File: config.mk
export PLATFORM = sky130hd
export DESIGN_NAME = spec_prefetch_ctrl
export DESIGN_NICKNAME = d
export VERILOG_FILES = /design/src/rtl/spf_pkg.sv /design/src/rtl/spf_elig.sv /design/src/rtl/spf_issue.sv /design/src/rtl/spf_tag.sv /design/src/rtl/spec_prefetch_ctrl.sv
export SDC_FILE = /design/constraint.sdc
export NUM_CORES = 1
export LEC_CHECK = 0
export ABC_AREA = 1
export BUFFER_PORTS_ARGS = -buffer_cell sky130_fd_sc_hd__buf_2
export CORE_MARGIN = 5
export CORE_UTILIZATION = 40
export CTS_CLUSTER_DIAMETER = 30
export DETAILED_ROUTE_END_ITERATION = 12
export PLACE_DENSITY = 0.63
export SYNTH_ARGS = -nofsm -noshare
export SYNTH_HDL_FRONTEND = slang
export SYNTH_SLANG_ARGS = --single-unit
File: constraint.sdc
create_clock -name clk -period 2.7 [get_ports clk]
set_input_delay 0.54 -clock clk [delete_from_list [all_inputs] [get_ports clk]]
set_output_delay 0.54 -clock clk [all_outputs]
set_load 0.005 [all_outputs]
File: src/rtl/spf_pkg.sv
package spf_pkg;

  typedef enum logic [1:0] {
    CMD_READ      = 2'b00,
    CMD_READ_LINE = 2'b01,
    CMD_READ_MULT = 2'b10,
    CMD_RSVD      = 2'b11
  } rd_cmd_e;

endpackage

File: src/rtl/spf_elig.sv
module spf_elig
  import spf_pkg::*;
#(
  parameter int OFF_W    = 5,
  parameter int DW_SHIFT = 3
) (
  input  logic                      clk,
  input  logic                      rst_n,
  input  logic                      rd_start,
  input  logic [1:0]                rd_cmd,
  input  logic [OFF_W-1:DW_SHIFT]   start_dw,
  input  logic                      rd_is_mem,
  input  logic                      cfg_spec_all,
  output logic                      elig_q
);

  logic aligned;
  logic cmd_ok;

  // start must fall inside the first doubleword of the line
  assign aligned = (start_dw == '0);

  always_comb begin
    unique case (rd_cmd)
      CMD_READ_MULT:          cmd_ok = 1'b1;
      CMD_READ, CMD_READ_LINE: cmd_ok = cfg_spec_all;
      default:                cmd_ok = 1'b0;
    endcase
  end

  always_ff @(posedge clk or negedge rst_n) begin
    if (!rst_n)        elig_q <= 1'b0;
    else if (rd_start) elig_q <= cmd_ok & aligned & rd_is_mem;
  end

endmodule

File: src/rtl/spf_issue.sv
module spf_issue #(
  parameter int ADDR_W   = 32,
  parameter int OFF_W    = 5,
  parameter int IDX_W    = 2,
  parameter int TRIG_IDX = 2
) (
  input  logic                      clk,
  input  logic                      rst_n,
  input  logic                      elig_q,
  input  logic                      rd_active,
  input  logic                      rd_start,
  input  logic                      rd_line_adv,
  input  logic [IDX_W-1:0]          rd_dw_idx,
  input  logic                      flush_pending,
  input  logic                      spec_held,
  input  logic [ADDR_W-OFF_W-1:0]   cur_line,
  input  logic                      pf_ready,
  output logic                      pf_valid,
  output logic [ADDR_W-1:0]         pf_addr
);

  localparam int LINE_W = ADDR_W - OFF_W;
  localparam logic [IDX_W-1:0] TRIG = IDX_W'(TRIG_IDX);

  logic              fired_q;
  logic              fire;
  logic [LINE_W-1:0] next_line;

  assign next_line = cur_line + LINE_W'(1);

  assign fire = rd_active && !rd_start && !rd_line_adv && elig_q &&
                (rd_dw_idx == TRIG) && !flush_pending &&
                !pf_valid && !spec_held && !fired_q;

  always_ff @(posedge clk or negedge rst_n) begin
    if (!rst_n) begin
      fired_q  <= 1'b0;
      pf_valid <= 1'b0;
      pf_addr  <= '0;
    end else begin
      if (rd_start || rd_line_adv) fired_q <= 1'b0;
      else if (fire)               fired_q <= 1'b1;

      if (fire) begin
        pf_valid <= 1'b1;
        pf_addr  <= {next_line, {OFF_W{1'b0}}};
      end else if (pf_ready) begin
        pf_valid <= 1'b0;
      end
    end
  end

endmodule

File: src/rtl/spf_tag.sv
module spf_tag #(
  parameter int LINE_W = 27
) (
  input  logic              clk,
  input  logic              rst_n,
  input  logic              rd_active,
  input  logic              rd_start,
  input  logic [LINE_W-1:0] start_line,
  input  logic              rd_line_adv,
  input  logic              pf_accept,
  input  logic [LINE_W-1:0] pf_line,
  input  logic              wr_valid,
  input  logic [LINE_W-1:0] wr_line,
  output logic [LINE_W-1:0] cur_line,
  output logic              buf_valid,
  output logic              spec_held
);

  logic              active_q;
  logic              rd_end;
  logic [LINE_W-1:0] spec_line_q;
  logic              buf_hit;
  logic              spec_hit;
  logic              spec_keep;
  logic [LINE_W-1:0] adv_line;

  assign rd_end    = active_q && !rd_active;
  assign buf_hit   = wr_valid && (wr_line == cur_line);
  assign spec_hit  = wr_valid && (wr_line == spec_line_q);
  assign spec_keep = spec_held && !spec_hit;
  assign adv_line  = cur_line + LINE_W'(1);

  always_ff @(posedge clk or negedge rst_n) begin
    if (!rst_n) begin
      active_q    <= 1'b0;
      cur_line    <= '0;
      buf_valid   <= 1'b0;
      spec_held   <= 1'b0;
      spec_line_q <= '0;
    end else begin
      active_q <= rd_active;

      if (rd_start) begin
        cur_line  <= start_line;
        buf_valid <= 1'b1;
        spec_held <= 1'b0;
      end else if (rd_line_adv) begin
        cur_line  <= adv_line;
        buf_valid <= (spec_keep && spec_line_q == adv_line) ||
                     (pf_accept && pf_line == adv_line);
        spec_held <= 1'b0;
      end else if (rd_end) begin
        spec_held <= 1'b0;
        if (buf_hit) buf_valid <= 1'b0;
      end else if (pf_accept) begin
        if (pf_line == cur_line) begin
          buf_valid <= 1'b1;
        end else begin
          spec_held   <= rd_active;
          spec_line_q <= pf_line;
          if (buf_hit) buf_valid <= 1'b0;
        end
      end else begin
        if (buf_hit)  buf_valid <= 1'b0;
        if (spec_hit) spec_held <= 1'b0;
      end
    end
  end

endmodule

File: src/rtl/spec_prefetch_ctrl.sv
module spec_prefetch_ctrl #(
  parameter int ADDR_W     = 32,
  parameter int LINE_BYTES = 32,
  parameter int DW_BYTES   = 8,
  parameter int TRIG_IDX   = 2
) (
  input  logic              clk,
  input  logic              rst_n,
  input  logic              cfg_spec_all,
  input  logic              rd_active,
  input  logic              rd_start,
  input  logic [1:0]        rd_cmd,
  input  logic [ADDR_W-1:0] rd_addr,
  input  logic              rd_is_mem,
  input  logic [1:0]        rd_dw_idx,
  input  logic              rd_line_adv,
  input  logic              flush_pending,
  input  logic              wr_valid,
  input  logic [ADDR_W-1:0] wr_addr,
  output logic              pf_valid,
  input  logic              pf_ready,
  output logic [ADDR_W-1:0] pf_addr,
  output logic              buf_valid,
  output logic [ADDR_W-1:0] buf_line,
  output logic              spec_valid
);

  localparam int OFF_W    = $clog2(LINE_BYTES);
  localparam int DW_SHIFT = $clog2(DW_BYTES);
  localparam int IDX_W    = OFF_W - DW_SHIFT;
  localparam int LINE_W   = ADDR_W - OFF_W;

  logic              elig_q;
  logic              spec_held;
  logic [LINE_W-1:0] cur_line;
  logic              unused_addr_bits;

  assign unused_addr_bits = ^{rd_addr[DW_SHIFT-1:0], wr_addr[OFF_W-1:0],
                              pf_addr[OFF_W-1:0]};

  spf_elig #(.OFF_W(OFF_W), .DW_SHIFT(DW_SHIFT)) u_elig (
    .clk          (clk),
    .rst_n        (rst_n),
    .rd_start     (rd_start),
    .rd_cmd       (rd_cmd),
    .start_dw     (rd_addr[OFF_W-1:DW_SHIFT]),
    .rd_is_mem    (rd_is_mem),
    .cfg_spec_all (cfg_spec_all),
    .elig_q       (elig_q)
  );

  spf_issue #(.ADDR_W(ADDR_W), .OFF_W(OFF_W), .IDX_W(IDX_W),
              .TRIG_IDX(TRIG_IDX)) u_issue (
    .clk           (clk),
    .rst_n         (rst_n),
    .elig_q        (elig_q),
    .rd_active     (rd_active),
    .rd_start      (rd_start),
    .rd_line_adv   (rd_line_adv),
    .rd_dw_idx     (rd_dw_idx[IDX_W-1:0]),
    .flush_pending (flush_pending),
    .spec_held     (spec_held),
    .cur_line      (cur_line),
    .pf_ready      (pf_ready),
    .pf_valid      (pf_valid),
    .pf_addr       (pf_addr)
  );

  spf_tag #(.LINE_W(LINE_W)) u_tag (
    .clk         (clk),
    .rst_n       (rst_n),
    .rd_active   (rd_active),
    .rd_start    (rd_start),
    .start_line  (rd_addr[ADDR_W-1:OFF_W]),
    .rd_line_adv (rd_line_adv),
    .pf_accept   (pf_valid && pf_ready),
    .pf_line     (pf_addr[ADDR_W-1:OFF_W]),
    .wr_valid    (wr_valid),
    .wr_line     (wr_addr[ADDR_W-1:OFF_W]),
    .cur_line    (cur_line),
    .buf_valid   (buf_valid),
    .spec_held   (spec_held)
  );

  assign buf_line   = {cur_line, {OFF_W{1'b0}}};
  assign spec_valid = spec_held;

endmodule

# [Word level (Yosys, flattened, before mapping)]
# Cells that the tools add are included.
# W data, S select, Z words.
[word_totals] output_inout_bits=67 inputBits=78 word_cells=78 register_bits=87
[classes] n_eq_ne=9 addsub=1 n_mux=19 bitwise=6 n_reduce_logical=34
[op_table] cell="$eq A27 B27 Y1" count=5
[op_table] cell="$mux W27" count=2
[op_table] cell="$add A27 B1 Y27 const B" count=1
[op_table] cell="$mux W1" count=16
[op_table] cell="$logic_and A1 B1 Y1" count=15
[op_table] cell="$logic_not A1 Y1" count=8
[op_table] cell="$reduce_bool A2 Y1" count=3
[op_table] cell="$ne A5 B5 Y1 const B" count=1
[op_table] cell="$reduce_and A5 Y1" count=1
[op_table] cell="$reduce_bool A5 Y1" count=1
[op_table] cell="$eq A2 B2 Y1 const B" count=2
[op_table] cell="$logic_not A2 Y1" count=2
[op_table] cell="$not A1 Y1" count=4
[op_table] cell="$and A1 B1 Y1" count=2
[op_table] cell="$eq A2 B1 Y1 const B" count=1
[op_table] cell="$logic_or A1 B1 Y1" count=2
[op_table] cell="$pmux W1 S2" count=1
[op_table] cell="$reduce_and A2 Y1" count=1
[op_table] cell="$reduce_or A2 Y1" count=1

# [Longest topological paths before layout]
# Gate-level depths: netlist (run 1).
[logic_depth] depth_word=11 mapped_depth=16 ltp_nobuf=15

# [Hierarchy]
# A second synthesis (run 1) with hierarchy kept.
[unflattened] hier_cells=1241 area_unflattened_um2=7433.4
[by_module_without_submodules] mod="spf_tag" n_inst=1 area_per_inst_um2=5331.4 cells_each=911 seq_area_each_um2=1426.4
[by_module_without_submodules] mod="spf_issue" n_inst=1 area_per_inst_um2=1975.6 cells_each=307 seq_area_each_um2=725.7
[by_module_without_submodules] mod="spf_elig" n_inst=1 area_per_inst_um2=77.6 cells_each=15 seq_area_each_um2=25.0
[by_module_without_submodules] mod="spec_prefetch_ctrl" n_inst=1 area_per_inst_um2=48.8 cells_each=8 seq_area_each_um2=0.0

# [Worst setup path before layout (run 1)]
# OpenSTA, ideal clock, no wires.
[synth_timing] path_kind="register to register" from="reg u_tag.cur_line[1]" to="reg u_tag.buf_valid" stages_incl_launch_ff=16 slack_ns=0.745 t_arrival_ns=1.878 path_buffers=0 setup_ns=0.077 period_less_slack_ns=1.955 required_time_ns=2.623 cell_sequence="dfrtp_1 -> ha_1 -> nand2_1 -> nor2_2 -> nand2_2 -> nor2_8 -> nand2_2 -> nand2_1 -> nand2_1 -> nand2_1 -> nand2_1 -> nor2_1 -> nand2_1 -> nor2_1 -> nand3_1 -> a21oi_1"
[synth_between] elab_chain_len=8 word_cells_on_any_way=15 cone_classes="1 x add/sub; 4 x eq/ne; 6 x mux; 4 x reduce/logical"
[synth_rtl] item="from (decl)" line="spf_tag.sv:14" rtl="output logic [LINE_W-1:0] cur_line,"
[synth_rtl] item="from (signal assigned)" line="spf_tag.sv:44" rtl="cur_line <= start_line;"
[synth_rtl] item="from (signal assigned)" line="spf_tag.sv:48" rtl="cur_line <= adv_line;"
[synth_rtl] item="parallel branches: the longest is 6 deep, another holds $add A27 B1 Y27"
[synth_rtl] item="$mux W1 (*)" line="spf_tag.sv:47" rtl="end else if (rd_line_adv) begin"
[synth_rtl] item="$mux W1 (*)" line="spf_tag.sv:43" rtl="if (rd_start) begin"
[synth_rtl] item="to (signal assigned)" line="spf_tag.sv:49" rtl="buf_valid <= (spec_keep && spec_line_q == adv_line) ||"
[synth_rtl] item="to (decl)" line="spf_tag.sv:15" rtl="output logic buf_valid,"
# Mark *: on every way between the ends.
# A chain may end at the register's enable or synchronous reset.

# [Final worst setup path (run 1)]
[layout_timing] from="reg u_tag.cur_line[0]" to="reg u_tag.buf_valid"
# Same word-level chain as after synthesis.

==> results of run 1 <==
[Yosys cell counts (all sizes together) (6+ instances only)]
library cell  instances
o2111ai               7
xor2                 26
inv                 152
clkbuf               17
nor3                  9
nand3                58
buf                  21
o221ai               24
o22ai                 6
nand2               394
nand4                14
nor2                 92
o21ai                68
dfrtp                87
xnor2                16
[stage by stage]
stage	utilization (%)	setup WS, ns	hold WS (ns)	instances
after floorplan	-	0.745	0.244	1025
after global placement	46.6	0.317	0.492	1352
after detailed placement	46.6	0.280	0.505	1352
after CTS	48.4	0.265	0.194	1368
after global routing	48.4	0.000209	0.226	1368
final	48.4	0.239	0.172	1368
[layout make-up]
cell class / instances / area share [%]
Inverter: 153 / 7.44
Tap cell: 216 / 3.50
Clock inverter: 5 / 0.745
Timing Repair Buffer: 149 / 10.6
Multi-Input combinational cell: 747 / 46.4
Sequential cell: 87 / 28.2
Clock buffer: 11 / 3.14
[state kept, by name (all words and copies together), names as in the netlist]
| register | cells |
|---|---|
| u_tag.spec_held | 1 |
| u_issue.pf_valid | 1 |
| u_tag.active_q | 1 |
| u_tag.buf_valid | 1 |
| u_elig.elig_q | 1 |
| u_issue.fired_q | 1 |
| u_tag.spec_line_q | 27 |
| u_tag.cur_line | 27 |
| u_issue.pf_addr | 27 |
[worst min-delay path by stage]
stage	end	cells after the start	from
3_3_place_gp	u_tag.spec_line_q[26]	2	u_tag.spec_line_q[26]
2_1_floorplan	u_elig.elig_q	0	rst_n
5_1_grt	u_issue.pf_addr[12]	1	rst_n
4_1_cts	u_issue.pf_addr[12]	1	rst_n
6_report	u_issue.pf_addr[12]	1	rst_n
3_5_place_dp	u_tag.spec_line_q[24]	2	u_tag.spec_line_q[24]
[cells by family (layout without fill, tap and decap cells)]
family / count (synthesis) / after routing / synth area share, %
AND/OR/NAND/NOR: 577 / 577 / 37.2
adder cells (fa/ha/maj): 1 / 1 / 0.192
flip-flops: 87 / 87 / 33.5
XOR/XNOR: 43 / 43 / 6.00
other: 1 / 10 / 0.0577
AO/OA/AOI/OAI: 116 / 116 / 11.1
buffers and inverters: 191 / 318 / 11.9
[report_power, final]
group          total, mW  switching (mW)  internal, mW
clock network       1.29           0.550         0.742
registers           1.46           0.101          1.36
logic              0.841           0.534         0.307
[critical path, stage by stage, from the launching register on]
cell                      delay (ns)
sky130_fd_sc_hd__dfrtp_1        0.35
sky130_fd_sc_hd__ha_1           0.23
sky130_fd_sc_hd__nand2_1        0.10
sky130_fd_sc_hd__nor2_2         0.19
sky130_fd_sc_hd__nand2_2        0.20
sky130_fd_sc_hd__nor2_4         0.21
sky130_fd_sc_hd__inv_1          0.06
sky130_fd_sc_hd__nand2_1        0.07
sky130_fd_sc_hd__nand2_1        0.09
sky130_fd_sc_hd__nand2_1        0.07
sky130_fd_sc_hd__nand2_1        0.06
sky130_fd_sc_hd__nor2_1         0.21
sky130_fd_sc_hd__nand3_1        0.13
sky130_fd_sc_hd__nor2_1         0.18
sky130_fd_sc_hd__nand3_1        0.10
sky130_fd_sc_hd__a21oi_1        0.13
[per-layer routing]
metal / vias to the layer above / GRT usage [%] / share of wire, %
met3: 25 / 3.62 / 6.0
met5: - / 0 / 0
met4: 0 / 7.76 / 2.1
li1: 3440 / - / -
met2: 215 / 42.6 / 46
met1: 3215 / 37.3 / 46
==> summary.txt, run 1 <==
Outcome
  – Run status: complete, no violations

Yosys
  – Distinct cells, synth: 39
  – Post-synthesis sequential area ratio: about a third
  – Avg Synthesized Cell Area: 6.40 µm²
  – Post-synthesis cell area: ~6500 µm²
  – Number of synthesized register bits: 87
  – Dominant register cell in the synthesized netlist: sky130_fd_sc_hd__dfrtp_1
  – Share of the synthesized area in the top cell type: between 30 and 40%
  – Top area cells in the synthesized netlist: sky130_fd_sc_hd__dfrtp_1 33%, sky130_fd_sc_hd__nand2_1 22%, sky130_fd_sc_hd__inv_1 8.4%, sky130_fd_sc_hd__o21ai_0 5.1%, sky130_fd_sc_hd__nor2_1 4.7%
  – Gate Count Post-Synth: 1016
  – Number of synthesized flops with an enable pin: 0
  – Warnings from Yosys: 0
  – Yosys top cell by area: sky130_fd_sc_hd__dfrtp_1
  – Post-synthesis async set-or-reset flop share: 100%

Clock network
  – Clock insertion delay at the later pin of the skew report: 0.35 ns
  – CTS Sinks: 87
  – Root Buffer Master: sky130_fd_sc_hd__clkbuf_16
  – Number of setup buffers added after CTS: 0
  – H-tree depth: 3
  – CTS tree: done
  – Maximum buffer depth of the clock tree: 2
  – Post-cts sizing count: 0
  – Cts-stage hold buffer count: 0
  – CTS buffer count: 9
  – Clock Pin Slew Worst Setup and Hold Paths: about 0.070 ns

Placement
  – Final HPWL DP: between 15000 and 20000 µm
  – Gpl congestion: 0.977
  – PortBufs: approximately 130
  – Area after DPL: ~7400 µm²

Setup path
  – Data arrival time of the critical path: 2.74 ns
  – RR Startpoint: u_tag.cur_line[0]
  – Critical path fanouts, max: 4
  – R2r setup slk: between 0.2 and 0.25 ns
  – Timing endpoint of the critical path: u_tag.buf_valid
  – Nature of the critical path endpoint: register
  – Critical path data required time: between 2 and 3 ns
  – FF-to-FF End: u_tag.buf_valid
  – Worst setup startpoint: u_tag.cur_line[0]
  – Critical Path Start Type: register
  – Number of cells on the worst reg-to-reg path: 15
  – Worst Path Class, Setup: register to register

Global routing
  – First-pass GRT wire length: ~37000 µm
  – Largest net degree at the start of global routing: between 50 and 60
  – Overflow after GRT: 0
  – Via count of the first global-routing pass: approximately 6500
  – GRT Overall Usage: between 20% and 30%
  – Initial antenna violation count: 0

Die
  – Cell Rows: 46
  – Boundary Pins: around 150
  – Die span in y: around 140 µm
  – Die ar.: about 19000 µm²
  – Standard cell core area: around 16000 µm²
  – Starting density of the core: a little over 40%
  – Overall die width: between 100 and 150 µm

Timing
  – Transition at the pin with the smallest max-transition slack: slightly below 0.6 ns
  – Number of setup violations in the final report: 0
  – Setup repair after global routing missed its margin: false
  – Tightest slew margin relative to the limit: roughly three fifths
  – Final cycle utilization of the critical path: about nine tenths
  – Max frequency: between 400 and 500 MHz
  – Period minus WS final: 2.46 ns
  – Final count of hold timing violations: 0
  – Final Max Slew Viols: 0
  – Worst setup skew after layout: 0.0107 ns
  – Final sum of negative setup slack: 0 ns

Route
  – DRC violation count after routing: 0
  – Routed length per instance: ~18 µm
  – Antenna-violating nets left: 0
  – Drt total wl: 24500 µm
  – First-iteration detailed-routing DRC count: 490
  – Via count normalized by instance count: 5.04
  – Total vias in the final route: ~6900
  – Length of the first detailed-routing pass in iterations: 5

Worst hold path
  – Path category of the worst min-delay check: primary input to async pin

Cells and area
  – Most common cell after layout, fill and taps aside: sky130_fd_sc_hd__nand2_1
  – Register area: 2180 µm²
  – Leading cell types in the layout, fill and taps excluded: 388 x sky130_fd_sc_hd__nand2_1, 145 x sky130_fd_sc_hd__inv_1, 125 x sky130_fd_sc_hd__buf_2, 87 x sky130_fd_sc_hd__dfrtp_1, 82 x sky130_fd_sc_hd__nor2_1
  – Count of inserted antenna diode cells: 0
  – Post-layout net count: 1226
  – Area of combinational cells with multiple inputs: around 3600 µm²
  – Fraction of final layout cells with drive strength greater than 1: 16.8%
  – Layout Cell Area excl Fill: 7720 µm²
  – Filler Cells Inserted: roughly 1700
  – Area growth from synthesis to final layout: 18.8%

Power and ir drop
  – PwrDens: about 470 nW/µm²
  – Peak VDD IR: 300 µV
  – Sum of internal, switching and leakage power: approximately 3.6 mW
  – Leakage component of the power: roughly 4.0 nW

Job
  – Reported max-cap violation count: 0
Power figures use the tool's default switching activity.
==> inputs of run 2 (changes only) <==
Settings changed: CTS_CLUSTER_DIAMETER 30 to 100, PLACE_DENSITY 0.63 to 0.65.
Clock period 2.7 ns to 2.1 ns, I/O delays scaled along.
==> run 2 against run 1 <==
Net effect: the flow now finishes with violations (setup timing); fmax up 12%; clock-buffer cell count shrank 1; non-clock buffer count rose by 130; worst setup slack worse by 0.34 ns; worst hold slack lost 0.13 ns; die area unchanged; final cell count increased by 9.6%; via count increased by 11%; sequential cell count unchanged; power grew 40%; critical endpoint is now u_tag.spec_line_q[10]; largest power group unchanged.
==> summary.txt, run 2 (synthesized netlist as in run 1, its figures left out) <==
Placement
  – Gpl congestion: 0.999 (was 0.977)
  – Area after DPL: 8270 µm² (was 7420 µm²)
  – PortBufs: 126 (unchanged)
  – Cell total after placement: 1461 (was 1352)
  – Setup slack after placement: -0.166 ns (was 0.280 ns)
  – Final HPWL DP: 20700 µm (was 19900 µm)

Timing
  – Setup repair after global routing missed its margin: true (was false)
  – Final Max Slew Viols: 0 (unchanged)
  – Hold_ws: 0.0465 ns (was 0.172 ns)
  – Max frequency: 455 MHz (was 406 MHz)
  – Tightest slew margin relative to the limit: 61.6% (was 61.3%)
  – Worst setup skew after layout: 0.00971 ns (was 0.0107 ns)
  – Transition at the pin with the smallest max-transition slack: 0.576 ns (was 0.580 ns)
  – Final sum of negative setup slack: -1.37 ns (was 0 ns)
  – Final cycle utilization of the critical path: 105% (was 91.2%)
  – Final count of hold timing violations: 0 (unchanged)
  – Number of setup violations in the final report: 22 (was 0)
  – Crit path setup slack, layout: -0.0990 ns (was 0.239 ns)
  – Period minus WS final: 2.20 ns (was 2.46 ns)

Clock network
  – CTS buffer count: 9 (unchanged)
  – CTS tree: done (unchanged)
  – Clock insertion delay at the later pin of the skew report: 0.36 ns (was 0.35 ns)
  – Cts-stage hold buffer count: 0 (unchanged)
  – Clock Pin Slew Worst Setup and Hold Paths: 0.07 ns (about the same)
  – Root Buffer Master: sky130_fd_sc_hd__clkbuf_16 (unchanged)
  – Maximum buffer depth of the clock tree: 2 (unchanged)
  – H-tree depth: 3 (unchanged)
  – CTS Sinks: 87 (unchanged)

Cells and area
  – Area growth from synthesis to final layout: 42.8% (was 18.8%)
  – Final Non-Filler Cells: 1499 (was 1368)
  – Register area: 2190 µm² (was 2180 µm²)
  – Area of combinational cells with multiple inputs: 4000 µm² (was 3580 µm²)
  – Fraction of final layout cells with drive strength greater than 1: 32.3% (was 16.8%)
  – Filler Cells Inserted: 1566 (was 1738)
  – Post-layout net count: 1357 (was 1226)
  – Layout Cell Area excl Fill: 9290 µm² (was 7720 µm²)
  – Post-Route Utilization: 58.2% (was 48.4%)
  – Leading registers by flop count: u_issue.pf_addr x27, u_tag.cur_line x27, u_tag.spec_line_q x27 (unchanged)
  – Most common cell after layout, fill and taps aside: sky130_fd_sc_hd__nand2_1 (unchanged)
  – Count of inserted antenna diode cells: 0 (unchanged)
  – Leading cell types in the layout, fill and taps excluded: 349 x sky130_fd_sc_hd__nand2_1, 145 x sky130_fd_sc_hd__inv_1, 137 x sky130_fd_sc_hd__buf_4, 125 x sky130_fd_sc_hd__buf_2, 80 x sky130_fd_sc_hd__dfrtp_1 (was 388 x sky130_fd_sc_hd__nand2_1, 145 x sky130_fd_sc_hd__inv_1, 125 x sky130_fd_sc_hd__buf_2, 87 x sky130_fd_sc_hd__dfrtp_1, 82 x sky130_fd_sc_hd__nor2_1)

Setup path
  – Critical path fanouts, max: 8 (was 4)
  – R2r setup slk: -0.1 ns (was 0.24 ns)
  – Data arrival time of the critical path: 2.49 ns (was 2.74 ns)
  – Worst Path Class, Setup: register to register (unchanged)
  – Critical path data required time: 2.39 ns (was 2.98 ns)
  – FF-to-FF End: u_tag.spec_line_q[10] (was u_tag.buf_valid)
  – Number of buffers and inverters on the critical path: 2 (was 1)
  – Crit path largest cell delay: 0.40 ns (was 0.35 ns)
  – Nature of the critical path endpoint: register (unchanged)
  – RR Startpoint: u_tag.cur_line[9] (was u_tag.cur_line[0])
  – Slowest library cell on the worst path: sky130_fd_sc_hd__dfrtp_1 (unchanged)
  – Kind of cell adding the most delay to the critical path: simple AND/OR/NAND/NOR gates (unchanged)
  – Critical Path Start Type: register (unchanged)
  – Number of cells on the worst reg-to-reg path: 10 (was 15)
  – Cell-by-cell listing of the critical path: buf_4 > xor2_1 > nor4_1 > nand2_1 > nor2_2 > nand2_2 > nand4_4 > clkbuf_16 > nand2_2 > o21ai_1 (was ha_1 > nand2_1 > nor2_2 > nand2_2 > nor2_4 > inv_1 > nand2_1 > nand2_1 > nand2_1 > nand2_1 > nor2_1 > nand3_1 > nor2_1 > nand3_1 > a21oi_1)
  – Dominant cell type by count on the critical path: sky130_fd_sc_hd__nand2_2 (was sky130_fd_sc_hd__nand2_1)

Power and ir drop
  – Switching Power: 1.70 mW (was 1.19 mW)
  – Sum of internal, switching and leakage power: 5.05 mW (was 3.60 mW)
  – Part of the total power dissipated in sequential elements: 37.2% (was 40.7%)
  – PwrDens: 543 nW/µm² (was 466 nW/µm²)
  – Leakage component of the power: 4.76 nW (was 3.97 nW)
  – Peak VDD IR: 429 µV (was 300 µV)
  – Combinational fraction of design power: 28.6% (was 23.4%)
  – Internal power: 3.35 mW (was 2.41 mW)
  – Clock share of power: 34.2% (was 35.9%)
  – Share of total power consumed by net switching: 33.7% (was 33.0%)

Die
  – Starting density of the core: 40.8% (unchanged)
  – Standard cell core area: 15900 µm² (unchanged)
  – Overall die width: 137 µm (unchanged)
  – Die span in y: 137 µm (unchanged)
  – Boundary Pins: 145 (unchanged)
  – Die ar.: 18900 µm² (unchanged)
  – Cell Rows: 46 (unchanged)

Route
  – Wire length on met2: 12700 µm (was 11300 µm)
  – Length of the first detailed-routing pass in iterations: 5 (unchanged)
  – Met3 layer wire length in the routed design: 2210 µm (was 1470 µm)
  – Highest routed metal layer: met4 (unchanged)
  – Antenna-violating nets left: 0 (unchanged)
  – Drt total wl: 27300 µm (was 24500 µm)
  – Total vias in the final route: 7623 (was 6895)
  – First-iteration detailed-routing DRC count: 619 (was 490)
  – Length of routed wiring on met1: 11800 µm (was 11100 µm)
  – DRC violation count after routing: 0 (unchanged)
  – Routed length per instance: 18.2 µm (was 17.9 µm)
  – Via count normalized by instance count: 5.09 (was 5.04)

Worst hold path
  – Path category of the worst min-delay check: primary input to async pin (unchanged)

Outcome
  – Failing checks: setup timing
  – Run status: complete, but fails checks (was complete, no violations)

Global routing
  – Initial antenna violation count: 0 (unchanged)
  – GRT Overall Usage: 27.6% (was 26.6%)
  – Via count of the first global-routing pass: 6884 (was 6463)
  – Largest net degree at the start of global routing: 41 (was 57)
  – Overflow after GRT: 0 (unchanged)
  – First-pass GRT wire length: 38900 µm (was 37500 µm)

Job
  – Reported max-cap violation count: 0 (unchanged)
==> run 2: worst max path at each step <==
| stage | depth (start not counted) | slack, ns | end | startpoint |
|---|---|---|---|---|
| 5_1_grt | 14 | -0.21 | u_tag.buf_valid | u_tag.cur_line[0] |
| 3_5_place_dp | 15 | -0.17 | u_tag.buf_valid | u_tag.cur_line[0] |
| 4_1_cts | 16 | -0.06 | u_tag.buf_valid | u_tag.cur_line[1] |
| 2_1_floorplan | 15 | 0.15 | u_tag.buf_valid | u_tag.cur_line[1] |
| 3_3_place_gp | 15 | -0.09 | u_tag.buf_valid | u_tag.cur_line[0] |
| 6_report | 10 | -0.1 | u_tag.spec_line_q[10] | u_tag.cur_line[9] |
==> run 2: layout make-up <==
| type | instances | area share, % |
|---|---|---|
| repair buffers | 279 | 20.9 |
| flip-flops and latches | 87 | 23.5 |
| well taps | 216 | 2.91 |
| clock buffers | 10 | 2.57 |
| clock inverters | 6 | 0.728 |
| multi-input cells | 748 | 43.0 |
| inverters | 153 | 6.27 |
==> run 2: routing by layer <==
| metal | global-route usage, % | vias to the layer above |
|---|---|---|
| met5 | 0 | - |
| met4 | 7.98 | 0 |
| met3 | 5.00 | 40 |
| met2 | 44.0 | 342 |
| met1 | 38.2 | 3527 |
| li1 | - | 3714 |
==> run 2: power groups by stage <==
stage               sequential, mW  clock, mW  combinational [mW]
global route                  1.89       1.82                1.57
global placement              1.89          0                1.30
floorplan                     1.88          0               0.634
finish                        1.88       1.73                1.44
CTS                           1.87       1.76                1.38
detailed placement            1.89          0                1.31
==> run 2: what timing repair did <==
item | 4_1_cts | 5_1_grt
setup endpoints to repair | 2 | 31
hold endpoints to repair | 0 | 0
cloned | 0 | 9
setup buffers | 10 | 6
gates resized for setup | 42 | 111
pin swaps | 23 | 14
==> inputs of run 3 (changes only) <==
Settings changed: CORE_UTILIZATION 40 to 50, PLACE_DENSITY 0.65 to 0.78.
==> run 3 against run 2 <==
Net effect: the run still ends with setup timing left; register-to-register slack better by 0.03 ns; clock-buffer cell count is 1 higher; power is 3.4% lower; design area fell by 4.3%; critical endpoint is now u_tag.buf_valid; largest power group unchanged.
==> summary.txt, run 3 (synthesized netlist as in run 1, its figures left out) <==
Placement
  – Gpl congestion: 1.05 (was 0.999)
  – PortBufs: 126 (unchanged)
  – Final HPWL DP: 19300 µm (was 20700 µm)
  – Setup slack after placement: -0.112 ns (was -0.166 ns)
  – Area after DPL: 8010 µm² (was 8270 µm²)

Route
  – Antenna-violating nets left: 0 (unchanged)
  – First-iteration detailed-routing DRC count: 958 (was 619)
  – Routed length per instance: 18.1 µm (was 18.2 µm)
  – Via count normalized by instance count: 5.41 (was 5.09)
  – Drt total wl: 25700 µm (was 27300 µm)
  – Total vias in the final route: 7704 (was 7623)
  – DRC violation count after routing: 0 (unchanged)
  – Length of the first detailed-routing pass in iterations: 5 (unchanged)

Cells and area
  – Layout Cell Area excl Fill: 8890 µm² (was 9290 µm²)
  – Most common cell after layout, fill and taps aside: sky130_fd_sc_hd__nand2_1 (unchanged)
  – Leading cell types in the layout, fill and taps excluded: 366 x sky130_fd_sc_hd__nand2_1, 143 x sky130_fd_sc_hd__inv_1, 125 x sky130_fd_sc_hd__buf_2, 104 x sky130_fd_sc_hd__buf_4, 75 x sky130_fd_sc_hd__dfrtp_1 (was 349 x sky130_fd_sc_hd__nand2_1, 145 x sky130_fd_sc_hd__inv_1, 137 x sky130_fd_sc_hd__buf_4, 125 x sky130_fd_sc_hd__buf_2, 80 x sky130_fd_sc_hd__dfrtp_1)
  – Leading registers by flop count: u_issue.pf_addr x27, u_tag.cur_line x27, u_tag.spec_line_q x27 (unchanged)
  – Fraction of final layout cells with drive strength greater than 1: 29.0% (was 32.3%)
  – Area growth from synthesis to final layout: 36.7% (was 42.8%)
  – Post-Route Utilization: 70.1% (was 58.2%)
  – Post-layout net count: 1326 (was 1357)
  – Count of inserted antenna diode cells: 0 (unchanged)

Global routing
  – First-pass GRT wire length: 37000 µm (was 38900 µm)
  – Largest net degree at the start of global routing: 48 (was 41)
  – GRT Overall Usage: 31.9% (was 27.6%)
  – Initial antenna violation count: 0 (unchanged)
  – Overflow after GRT: 0 (unchanged)
  – Via count of the first global-routing pass: 6918 (was 6884)

Setup path
  – Cell-by-cell listing of the critical path: nand2_1 > nor2_4 > nand2_4 > buf_4 > nand2_1 > nand3_1 > nand2_1 > nand2_1 > nor3_2 > nand3_2 > nor2_2 > nand3_1 > a21oi_1 (was buf_4 > xor2_1 > nor4_1 > nand2_1 > nor2_2 > nand2_2 > nand4_4 > clkbuf_16 > nand2_2 > o21ai_1)
  – Data arrival time of the critical path: 2.45 ns (was 2.49 ns)
  – R2r setup slk: -0.07 ns (was -0.1 ns)
  – Critical path data required time: 2.38 ns (was 2.39 ns)
  – Worst Path Class, Setup: register to register (unchanged)
  – Slowest library cell on the worst path: sky130_fd_sc_hd__dfrtp_1 (unchanged)
  – Crit path largest cell delay: 0.45 ns (was 0.40 ns)
  – Dominant cell type by count on the critical path: sky130_fd_sc_hd__nand2_1 (was sky130_fd_sc_hd__nand2_2)
  – Critical Path Start Type: register (unchanged)
  – Critical path fanouts, max: 4 (was 8)
  – Nature of the critical path endpoint: register (unchanged)

Power and ir drop
  – Clock share of power: 33.1% (was 34.2%)
  – Share of total power consumed by net switching: 33.3% (was 33.7%)
  – PwrDens: 549 nW/µm² (was 543 nW/µm²)
  – Leakage component of the power: 4.54 nW (was 4.76 nW)
  – Peak VDD IR: 534 µV (was 429 µV)
  – Switching Power: 1.62 mW (was 1.70 mW)
  – Internal power: 3.25 mW (was 3.35 mW)
  – Part of the total power dissipated in sequential elements: 38.9% (was 37.2%)
  – Combinational fraction of design power: 28.0% (was 28.6%)

Die
  – Overall die width: 124 µm (was 137 µm)
  – Standard cell core area: 12700 µm² (was 15900 µm²)
  – Die ar.: 15400 µm² (was 18900 µm²)
  – Boundary Pins: 145 (unchanged)
  – Cell Rows: 41 (was 46)
  – Die span in y: 124 µm (was 137 µm)
  – Starting density of the core: 51.3% (was 40.8%)

Timing
  – Period minus WS final: 2.17 ns (was 2.20 ns)
  – Worst setup skew after layout: 0.00909 ns (was 0.00971 ns)
  – Max frequency: 462 MHz (was 455 MHz)
  – Crit path setup slack, layout: -0.0662 ns (was -0.0990 ns)
  – Final Max Slew Viols: 0 (unchanged)
  – Number of setup violations in the final report: 23 (was 22)
  – Final cycle utilization of the critical path: 103% (was 105%)
  – Setup repair after global routing missed its margin: true (unchanged)
  – Final count of hold timing violations: 0 (unchanged)
  – Hold_ws: 0.187 ns (was 0.0465 ns)

Clock network
  – Root Buffer Master: sky130_fd_sc_hd__clkbuf_16 (unchanged)
  – Clock insertion delay at the later pin of the skew report: 0.36 ns (about the same)
  – CTS buffer count: 9 (unchanged)
  – Clock Pin Slew Worst Setup and Hold Paths: 0.07 ns (about the same)
  – H-tree depth: 3 (unchanged)
  – Maximum buffer depth of the clock tree: 2 (unchanged)
  – CTS tree: done (unchanged)
  – CTS Sinks: 87 (unchanged)

Job
  – Reported max-cap violation count: 0 (unchanged)

Outcome
  – Failing checks: setup timing (unchanged)
  – Run status: complete, but fails checks (unchanged)

Worst hold path
  – Path category of the worst min-delay check: primary input to register (was primary input to async pin)
==> run 3: cell types whose count changed in the layout (fill, tap and decap cells not counted), sizes merged <==
cell | before | now
clkinvlp | 2 | 1
clkinv | 2 | 3
inv | 154 | 152
nor2 | 92 | 93
buf | 274 | 243
nand4 | 15 | 14
dlygate4sd3 | 0 | 1
==> run 3: metal layers <==
layer	up-vias	part of all wire, %	GRT usage (%)
met2	397	46	52.0
met5	-	0	0
met4	0	3.5	9.31
met1	3587	41	43.0
met3	79	9.2	6.45
li1	3641	-	-
==> run 3: layout make-up <==
type                    instances  area [µm²]
fillers                      1134        3780
multi-input cells             748        3910
repair buffers                248        1710
inverters                     153         577
clock inverters                 4        47.5
flip-flops and latches         87        2190
well taps                     172         215
clock buffers                  11         233
==> run 3: path summary, 6_finish.rpt <==
kind                                   start              endpoint  cells after the start
max                        u_tag.cur_line[6]       u_tag.buf_valid                     13
min                                rd_active        u_tag.active_q                      1
max reg2reg                u_tag.cur_line[6]       u_tag.buf_valid                     13
min reg2reg                    u_elig.elig_q         u_elig.elig_q                      2
max in group asynchronous              rst_n    u_tag.cur_line[16]                      3
min in group asynchronous              rst_n  u_tag.spec_line_q[7]                      2
==> run 3: critical path: cells and delay by family, from the launching register on <==
family | cells | cell delay (ns)
AND/OR/NAND/NOR | 11 | 1.36
buffers and inverters | 1 | 0.16
AO/OA/AOI/OAI | 1 | 0.12
flip-flops | 1 | 0.45
==> run 3: metrics by stage <==
stage / TNS [ns] / std cells / power (mW)
after global placement: -0.0454 / 1389 / 3.10
after floorplan: 0 / 1025 / 2.51
after CTS: -0.0147 / 1408 / 4.75
after detailed placement: -0.379 / 1389 / 3.11
final: -0.652 / 1423 / 4.88
after global routing: -2.83 / 1423 / 5.07
==> run 3: power groups by stage <==
stage	sequential, mW	combinational [mW]	clock, mW
final	1.90	1.36	1.61
after global routing	1.91	1.49	1.67
after CTS	1.88	1.26	1.61
after detailed placement	1.90	1.21	0
after global placement	1.90	1.20	0
after floorplan	1.88	0.634	0
==> run 3: timing repair <==
item / CTS / global route
hold buffers: 1 / 0
buffers inserted: 3 / 8
pin swaps: 9 / 28
hold endpoints to repair: 17 / 0
resized for setup: 32 / 75
endpoints found under the setup margin: 28 / 29
gates cloned: 0 / 7
